## config.mk

```make
export PLATFORM = sky130hd
export DESIGN_NAME = opaddr_unit
export DESIGN_NICKNAME = d
export VERILOG_FILES = /design/src/rtl/opaddr_pkg.sv /design/src/rtl/opaddr_step.sv /design/src/rtl/opaddr_calc.sv /design/src/rtl/opaddr_indfsm.sv /design/src/rtl/opaddr_unit.sv
export SDC_FILE = /design/constraint.sdc
export NUM_CORES = 1
export LEC_CHECK = 0
export BUFFER_PORTS_ARGS = -buffer_cell sky130_fd_sc_hd__buf_2
export CORE_MARGIN = 5
export CORE_UTILIZATION = 50
export CTS_CLUSTER_SIZE = 12
export DETAILED_ROUTE_END_ITERATION = 8
export HOLD_SLACK_MARGIN = 0.03
export PLACE_DENSITY = 0.77
export SYNTH_ARGS = -nofsm -noshare
export SYNTH_HDL_FRONTEND = slang
export SYNTH_SLANG_ARGS = --single-unit
```

## constraint.sdc

```tcl
create_clock -name clk -period 5.1 [get_ports clk]
set_clock_uncertainty 0.1 [all_clocks]
set_input_delay 1.02 -clock clk [delete_from_list [all_inputs] [get_ports clk]]
set_output_delay 1.02 -clock clk [all_outputs]
set_load 0.01 [all_outputs]
```

## src/rtl/opaddr_pkg.sv

```systemverilog
// Shared constants for the operand address generator.
// Assumes a 4-bit mode code and a 2-bit size code at the block edge.
package opaddr_pkg;
    localparam logic [3:0] AM_REG     = 4'd0;
    localparam logic [3:0] AM_IND     = 4'd1;
    localparam logic [3:0] AM_DISP16  = 4'd2;
    localparam logic [3:0] AM_DISP32  = 4'd3;
    localparam logic [3:0] AM_POSTINC = 4'd4;
    localparam logic [3:0] AM_PREDEC  = 4'd5;
    localparam logic [3:0] AM_ABS8    = 4'd6;
    localparam logic [3:0] AM_ABS16   = 4'd7;
    localparam logic [3:0] AM_ABS24   = 4'd8;
    localparam logic [3:0] AM_ABS32   = 4'd9;
    localparam logic [3:0] AM_IMM     = 4'd10;
    localparam logic [3:0] AM_PCREL8  = 4'd11;
    localparam logic [3:0] AM_PCREL16 = 4'd12;
    localparam logic [3:0] AM_MEMIND  = 4'd13;

    localparam logic [1:0] SZ_BYTE = 2'd0;
    localparam logic [1:0] SZ_WORD = 2'd1;

    typedef enum logic {
        IND_IDLE  = 1'b0,
        IND_FETCH = 1'b1
    } ind_state_e;
endpackage

```

## src/rtl/opaddr_step.sv

```systemverilog
// Auto-modify step: the byte count of one operand of the given size.
// Assumes size code 0 byte, 1 word, anything else longword.
module opaddr_step #(
    parameter int DW = 32
) (
    input  logic [1:0]    size,
    output logic [DW-1:0] step
);
    import opaddr_pkg::*;

    // Map the size code to a 1, 2 or 4 byte step.
    always_comb begin
        case (size)
            SZ_BYTE: step = DW'(1);
            SZ_WORD: step = DW'(2);
            default: step = DW'(4);
        endcase
    end
endmodule

```

## src/rtl/opaddr_calc.sv

```systemverilog
// Combinational address former for every single-cycle mode.
// Assumes AW >= 16 and DW >= AW; memory-indirect only raises is_ind here.
module opaddr_calc #(
    parameter int AW = 24,
    parameter int DW = 32
) (
    input  logic [3:0]    mode,
    input  logic [1:0]    size,
    input  logic [DW-1:0] reg_val,
    input  logic [AW-1:0] pc,
    input  logic [DW-1:0] field,
    output logic [AW-1:0] ea,
    output logic          nomem,
    output logic          wb_en,
    output logic [DW-1:0] wb_val,
    output logic          is_ind
);
    import opaddr_pkg::*;

    localparam int SHORT_W = 8;
    localparam int HALF_W  = 16;

    logic [DW-1:0] step;
    logic [DW-1:0] disp16_x;
    logic [AW-1:0] pc_d8_x;
    logic [AW-1:0] pc_d16_x;
    logic [AW-1:0] abs8_x;
    logic [AW-1:0] abs16_x;
    logic [DW-1:0] reg_inc;
    logic [DW-1:0] reg_dec;
    logic [DW-1:0] reg_d16;
    logic [DW-1:0] reg_d32;

    opaddr_step #(.DW(DW)) u_step (
        .size (size),
        .step (step)
    );

    // Field extensions and the candidate sums for each mode.
    always_comb begin
        disp16_x = {{(DW-HALF_W){field[HALF_W-1]}}, field[HALF_W-1:0]};
        pc_d8_x  = {{(AW-SHORT_W){field[SHORT_W-1]}}, field[SHORT_W-1:0]};
        pc_d16_x = {{(AW-HALF_W){field[HALF_W-1]}}, field[HALF_W-1:0]};
        abs8_x   = {{(AW-SHORT_W){1'b1}}, field[SHORT_W-1:0]};
        abs16_x  = {{(AW-HALF_W){field[HALF_W-1]}}, field[HALF_W-1:0]};
        reg_inc  = reg_val + step;
        reg_dec  = reg_val - step;
        reg_d16  = reg_val + disp16_x;
        reg_d32  = reg_val + field;
    end

    // Select the address, access flag and write-back for the decoded mode.
    always_comb begin
        ea     = '0;
        nomem  = 1'b0;
        wb_en  = 1'b0;
        wb_val = '0;
        is_ind = 1'b0;
        case (mode)
            AM_IND:     ea = reg_val[AW-1:0];
            AM_DISP16:  ea = reg_d16[AW-1:0];
            AM_DISP32:  ea = reg_d32[AW-1:0];
            AM_POSTINC: begin
                ea     = reg_val[AW-1:0];
                wb_en  = 1'b1;
                wb_val = reg_inc;
            end
            AM_PREDEC: begin
                ea     = reg_dec[AW-1:0];
                wb_en  = 1'b1;
                wb_val = reg_dec;
            end
            AM_ABS8:    ea = abs8_x;
            AM_ABS16:   ea = abs16_x;
            AM_ABS24,
            AM_ABS32:   ea = field[AW-1:0];
            AM_PCREL8:  ea = pc + pc_d8_x;
            AM_PCREL16: ea = pc + pc_d16_x;
            AM_MEMIND:  is_ind = 1'b1;
            default:    nomem = 1'b1;
        endcase
    end
endmodule

```

## src/rtl/opaddr_indfsm.sv

```systemverilog
// Pointer-fetch sequencer for memory-indirect operands.
// Assumes the memory side may answer in any cycle once ptr_req is high.
module opaddr_indfsm #(
    parameter int AW = 24
) (
    input  logic          clk,
    input  logic          rst_n,
    input  logic          start,
    input  logic [7:0]    ptr_lo,
    input  logic          ptr_valid,
    output logic          busy,
    output logic          ptr_req,
    output logic [AW-1:0] ptr_addr,
    output logic          done
);
    import opaddr_pkg::*;

    ind_state_e state;

    // Move between idle and fetch, capturing the pointer location on entry.
    always_ff @(posedge clk) begin
        if (!rst_n) begin
            state    <= IND_IDLE;
            ptr_addr <= '0;
        end else begin
            case (state)
                IND_IDLE: if (start) begin
                    state    <= IND_FETCH;
                    ptr_addr <= {{(AW-8){1'b1}}, ptr_lo};
                end
                IND_FETCH: if (ptr_valid) state <= IND_IDLE;
                default: state <= IND_IDLE;
            endcase
        end
    end

    // Status and handshake derived from the state register.
    always_comb begin
        busy    = (state == IND_FETCH);
        ptr_req = (state == IND_FETCH);
        done    = (state == IND_FETCH) && ptr_valid;
    end

    AST_PTR_HOLD: assert property (@(posedge clk) disable iff (!rst_n)
        (ptr_req && !ptr_valid) |=> (ptr_req && $stable(ptr_addr)));
    AST_PTR_TOP_PAGE: assert property (@(posedge clk) disable iff (!rst_n)
        ptr_req |-> (&ptr_addr[AW-1:8]));
endmodule

```

## src/rtl/opaddr_unit.sv

```systemverilog
// Operand effective address generator, top level.
// Registers one result per accepted request; memory-indirect requests go
// through the pointer-fetch sequencer and return when the pointer arrives.
module opaddr_unit #(
    parameter int AW = 24,
    parameter int DW = 32
) (
    input  logic          clk,
    input  logic          rst_n,
    input  logic          in_valid,
    input  logic [3:0]    in_mode,
    input  logic [1:0]    in_size,
    input  logic [DW-1:0] in_reg,
    input  logic [AW-1:0] in_pc,
    input  logic [DW-1:0] in_field,
    output logic          busy,
    output logic          out_valid,
    output logic [AW-1:0] out_ea,
    output logic          out_nomem,
    output logic          out_wb_en,
    output logic [DW-1:0] out_wb_val,
    output logic          ptr_req,
    output logic [AW-1:0] ptr_addr,
    input  logic          ptr_valid,
    input  logic [DW-1:0] ptr_data
);
    logic [AW-1:0] c_ea;
    logic          c_nomem;
    logic          c_wb_en;
    logic [DW-1:0] c_wb_val;
    logic          c_is_ind;
    logic          accept;
    logic          ind_done;

    opaddr_calc #(.AW(AW), .DW(DW)) u_calc (
        .mode    (in_mode),
        .size    (in_size),
        .reg_val (in_reg),
        .pc      (in_pc),
        .field   (in_field),
        .ea      (c_ea),
        .nomem   (c_nomem),
        .wb_en   (c_wb_en),
        .wb_val  (c_wb_val),
        .is_ind  (c_is_ind)
    );

    // A request is taken only while no pointer fetch is pending.
    always_comb accept = in_valid && !busy;

    opaddr_indfsm #(.AW(AW)) u_ind (
        .clk       (clk),
        .rst_n     (rst_n),
        .start     (accept && c_is_ind),
        .ptr_lo    (in_field[7:0]),
        .ptr_valid (ptr_valid),
        .busy      (busy),
        .ptr_req   (ptr_req),
        .ptr_addr  (ptr_addr),
        .done      (ind_done)
    );

    // Result register: direct results one cycle after accept, indirect ones after the pointer.
    always_ff @(posedge clk) begin
        if (!rst_n) begin
            out_valid  <= 1'b0;
            out_ea     <= '0;
            out_nomem  <= 1'b0;
            out_wb_en  <= 1'b0;
            out_wb_val <= '0;
        end else if (accept && !c_is_ind) begin
            out_valid  <= 1'b1;
            out_ea     <= c_ea;
            out_nomem  <= c_nomem;
            out_wb_en  <= c_wb_en;
            out_wb_val <= c_wb_val;
        end else if (ind_done) begin
            out_valid  <= 1'b1;
            out_ea     <= ptr_data[AW-1:0];
            out_nomem  <= 1'b0;
            out_wb_en  <= 1'b0;
            out_wb_val <= '0;
        end else begin
            out_valid  <= 1'b0;
        end
    end

    AST_IND_RESULT: assert property (@(posedge clk) disable iff (!rst_n)
        (ptr_req && ptr_valid) |=> (out_valid && out_ea == $past(ptr_data[AW-1:0])));
    AST_BUSY_SILENT: assert property (@(posedge clk) disable iff (!rst_n)
        (busy && !ptr_valid) |=> !out_valid);
    AST_NOMEM_NO_WB: assert property (@(posedge clk) disable iff (!rst_n)
        (out_valid && out_nomem) |-> (!out_wb_en && out_ea == '0));
    AST_ACCEPT_ANSWERED: assert property (@(posedge clk) disable iff (!rst_n)
        (in_valid && !busy) |=> (out_valid || ptr_req));
endmodule

```

## After elaboration in Yosys (flattened, before gate mapping)

Index checks and enable logic that the tools add are counted.

| storage, ports and cells | value |
|---|---|
| register bits | 69 |
| word-level logic and storage cells | 58 |

| operators by class | value |
|---|---|
| $add $sub $neg | 6 |
| eq/ne operators | 13 |
| mux-type cells | 18 |
| bitwise operators | 1 |
| reductions and logical operators | 13 |

Operators with widths:

| operator | count |
|---|---|
| $pmux 24 s9 | 1 |
| $add 24x24->24 | 4 |
| $mux 32 | 2 |
| $pmux 32 s2 | 1 |
| $mux 24 | 2 |
| $add 32x3->32 | 1 |
| $sub 32x3->32 | 1 |
| $eq 4x4->1 const B | 5 |
| $eq 4x3->1 const B | 4 |
| $reduce_or 12->1 | 1 |
| $mux 1 | 10 |
| $eq 4x2->1 const B | 2 |
| $pmux 3 s2 | 1 |
| $reduce_or 2->1 | 3 |
| $eq 4x1->1 const B | 1 |
| $logic_and 1x1->1 | 4 |
| $eq 2x1->1 const B | 1 |
| $logic_not 1->1 | 2 |
| $logic_not 2->1 | 1 |
| $pmux 1 s2 | 1 |
| $reduce_and 2->1 | 1 |
| $reduce_bool 2->1 | 1 |
| $not 1->1 | 1 |

## Longest topological paths before layout

| logic depth | value |
|---|---|
| depth after elaboration | 5 |
| mapped depth | 16 |
| mapped depth without buffers | 13 |

## By module

From an unflattened synthesis, not the netlist that was laid out.

| unflattened totals | value |
|---|---|
| cells, all modules | 1388 |
| area total of the unflattened synthesis | 10482.6 sq um |

By module, submodules not included:

| module | times used | cells an instance | area an instance (sq um) | seq. area each (sq um) |
|---|---|---|---|---|
| opaddr_calc | 1 | 1028 | 6927.9 | 0.0 |
| opaddr_unit | 1 | 269 | 2791.4 | 1181.1 |
| opaddr_indfsm | 1 | 58 | 528.0 | 200.2 |
| opaddr_step | 1 | 33 | 235.2 | 0.0 |

## Worst setup path after synthesis

Ideal clock, no wire load.

| path | value |
|---|---|
| path kind | input -> register |
| from | input port in_mode[1] |
| to | register out_ea[21] |
| setup time | 135 ps |
| arrival | 4143 ps |
| required time | 4865 ps |
| path slack | 721 ps |
| cell stages on the path | 15 |
| cell sequence | nor2b_1 -> nor2b_1 -> clkbuf_1 -> clkbuf_1 -> clkbuf_1 -> a31o_2 -> ha_1 -> a21o_1 -> o21bai_1 -> a2111oi_0 -> nor3_1 -> o21ai_0 -> nand4_1 -> a2111oi_0 -> a32oi_1 |

| on the way | value |
|---|---|
| longest elaborated chain between the ends | 5 |
| elaborated cells between the ends (all ways) | 20 |
| those cells by class | 12 x eq/ne; 3 x mux; 5 x reduce/logical |

Ends and longest elaborated chain:

| element | line | source |
|---|---|---|
| start: declaration | opaddr_unit.sv:11 | `input logic [3:0] in_mode,` |
| parallel branches: the longest is 5 deep, another holds $pmux 24 s9 | - |  |
| end signal: assignment | opaddr_unit.sv:79 | `out_ea <= ptr_data[AW-1:0];` |
| end: declaration | opaddr_unit.sv:18 | `output logic [AW-1:0] out_ea,` |

Parallel ways; which one is timed is not known.
A chain may end at the register's enable or synchronous reset.

## Final worst setup path

Ends and elaborated chain as after synthesis.

==> qor.yml <==
synthCells: 1000
die_area_sq_um: 17400
fp.dieW_um: 132
layout_commonest_cell: "buf_2"
period_minus_slack_ns: 4.41
firstDrtPassIters: 8
dp_slack_ns: 0.419
hold_viol_final: 0
clkSinkCount: 69
setup.worst_path.start_class: "input pin"
grt_max_degree: 40
worstSkewPairLatency_ns: 0.34
syn_to_final_growth_pct: 16.9
ys_seq_elements: 69
hold_class: "flop to flop"
p_leak_nw: 3.81
cts_resized: 0
rows: 44
antenna_found_initial: 0
wl_per_cell_um: 19.8
grt-ovfl-total: 0
fin_ws_ns: 0.694
layout-drive-gt1-share: 0.215
ios: 215
finalNetCount: 1335
total_power_mw: 1.85
r2r_end: "out_ea[23]$_SDFFE_PN0P_"
grt_pass1_vias: 7786
ctsHoldBuffers: 0
coreArea_sq_um: 14500
slew_headroom: 0.327
max_freq_ghz: 0.227
start_util: 0.511
port-buffer-count: 198
min-delay-start: "out_wb_val[11]$_SDFFE_PN0P_"
critPathRequiredTime_ns: 5.22
clockRootBuffer: "clkbuf_16"
crit_arrival_ns: 4.53
cp-end-kind: "flop"
drtAntennaViolNets: 0
r2r_slack_ns: 2.17
finalWirelength_um: 26500
power.density_nw_per_um2: 214
async_reset_ff_frac: 0
seq_area_frac_synth: 0.186
syn_nets: 1187
status: "finished, final reports clean"
rsz0062_at_grt: "false"
drtIter0Drc: 923
drc: 0
diodes: 0
postLayoutCoreUtil: 0.597
avgSynthCellArea_sq_um: 7.42
drv_cap: 0
synth_warnings: 0
hold_depth: 2
synth_ff_type: "dfxtp_1"
synth_area_sq_um: 7420
cts_buffers: 9
path_clk_slew_ns: 0.06
report.final.slew_viol_count: 0
die_h_um: 132
worst_slew_pin_slew_ns: 1.00
grt_usage: 0.291
grt_first_pass_wirelength_um: 41700
setup_tns_ns: 0
h-tree-depth: 3
ff2ff_path_depth: 8
holdPathEnd: "out_wb_val[11]$_SDFFE_PN0P_"
clockBufferDepth: 2
period_share: 0.864
synth_cell_type_count: 71
cts_tree: "yes"
gp_congestion: 0.982
peakVddDrop_mv: 0.163
worstReg2RegStart: "u_ind.busy$_SDFF_PN0_"
layout_common_cells: "buf_2 (198), a21oi_1 (90), nor2_1 (76), nand2_1 (76), o21ai_0 (71)"
vias_per_cell: 6.35
path_class: "input pin to flop"
crit_fanout: 20
dpl.hpwl_um: 20800
vias: 8479
cts_setup_buffers: 0
synth_edf_count: 0
setup_violations: 0
-- final cells by class --
cell class	instances	area, sq um
clock buffer	12	256
sequential	69	1380
fill	1409	5860
timing repair buffer	216	1130
inverter	26	97.6
clock inverter	2	10.0
multi-input combinational	826	5570
tap	184	230
-- critical path: stages --
cell       delay (ns)
buf_2            0.29
nor2_1           0.10
a31oi_1          0.74
a41o_1           0.43
ha_1             0.36
a21oi_1          0.19
o21ai_0          0.13
a21oi_1          0.20
nor2b_1          0.09
a311oi_1         0.29
xnor2_1          0.11
a2111oi_0        0.41
a32oi_1          0.15
-- cell families (layout without fill, tap and decap cells) --
logic type	after synthesis	after routing	synth area share
AOI/OAI and AO/OA	360	360	0.328
and+or+nand+nor	319	319	0.212
buffers and inverters	105	256	0.0648
xor gates and xnor gates	77	77	0.0909
DFF	69	69	0.186
adders and majority gates	57	57	0.100
muxes	13	13	0.0177
-- through the flow --
stage	hold slack (ns)	std cells	area, sq um
5_1_grt	0.376	1335	8670
4_1_cts	0.349	1335	8670
6_report	0.348	1335	8670
3_3_place_gp	0.331	1321	8410
2_1_floorplan	0.376	1000	7420
3_5_place_dp	0.337	1321	8410
-- metal layers --
layer | GRT usage | up-vias | wire, um
met5 | 0 | - | 0
met4 | 0.110 | 0 | 991
met3 | 0.0660 | 70 | 2740
met2 | 0.447 | 436 | 11600
met1 | 0.397 | 3912 | 11100
li1 | - | 4061 | -
-- flip-flops by register name, indices dropped and copies added (netlist names) --
register        flops
out_valid           1
u_ind.busy          1
out_wb_en           1
out_nomem           1
out_ea             24
out_wb_val         32
u_ind.ptr_addr      9
-- Yosys cell counts, drive strengths merged, types with 5 or more instances --
master / instances / area share
o21ai: 72 / 0.049
and2: 8 / 0.0067
a22oi: 19 / 0.019
dfxtp: 69 / 0.19
nor2: 77 / 0.039
a211oi: 11 / 0.012
nor3: 30 / 0.020
nand2: 76 / 0.038
a21o: 15 / 0.015
a31oi: 19 / 0.016
nor3b: 5 / 0.0051
a211o: 6 / 0.0071
xnor2: 44 / 0.052
buf: 31 / 0.027
a41o: 8 / 0.011
and3: 14 / 0.012
a21oi: 90 / 0.061
inv: 26 / 0.013
nor2b: 9 / 0.0076
o211ai: 13 / 0.013
o221ai: 6 / 0.0071
nor4: 12 / 0.010
xor2: 33 / 0.039
o21bai: 5 / 0.0051
o21a: 5 / 0.0051
nand3: 31 / 0.021
mux2i: 12 / 0.016
a221oi: 17 / 0.020
clkbuf: 48 / 0.024
or4: 5 / 0.0051
nand2b: 11 / 0.0093
nand4: 12 / 0.010
or3: 15 / 0.013
a22o: 28 / 0.033
ha: 53 / 0.089
a31o: 8 / 0.0094
-- how the worst max path moves through the flow --
stage / start / to / slack, ns
floorplan: in_mode[1] / out_ea[21]$_SDFFE_PN0P_ / 0.72
global placement: in_mode[1] / out_ea[21]$_SDFFE_PN0P_ / 0.47
detailed placement: in_mode[1] / out_ea[21]$_SDFFE_PN0P_ / 0.42
CTS: in_mode[1] / out_ea[21]$_SDFFE_PN0P_ / 0.75
global route: in_mode[1] / out_ea[21]$_SDFFE_PN0P_ / 0.36
finish: in_mode[1] / out_ea[21]$_SDFFE_PN0P_ / 0.69
-- power by group --
part / switching [mW] / internal, mW / total (mW)
logic: 0.420 / 0.272 / 0.692
clock network: 0.246 / 0.349 / 0.595
registers: 0.0102 / 0.557 / 0.568
total: 0.676 / 1.18 / 1.85
(Power assumes the default switching activity.)
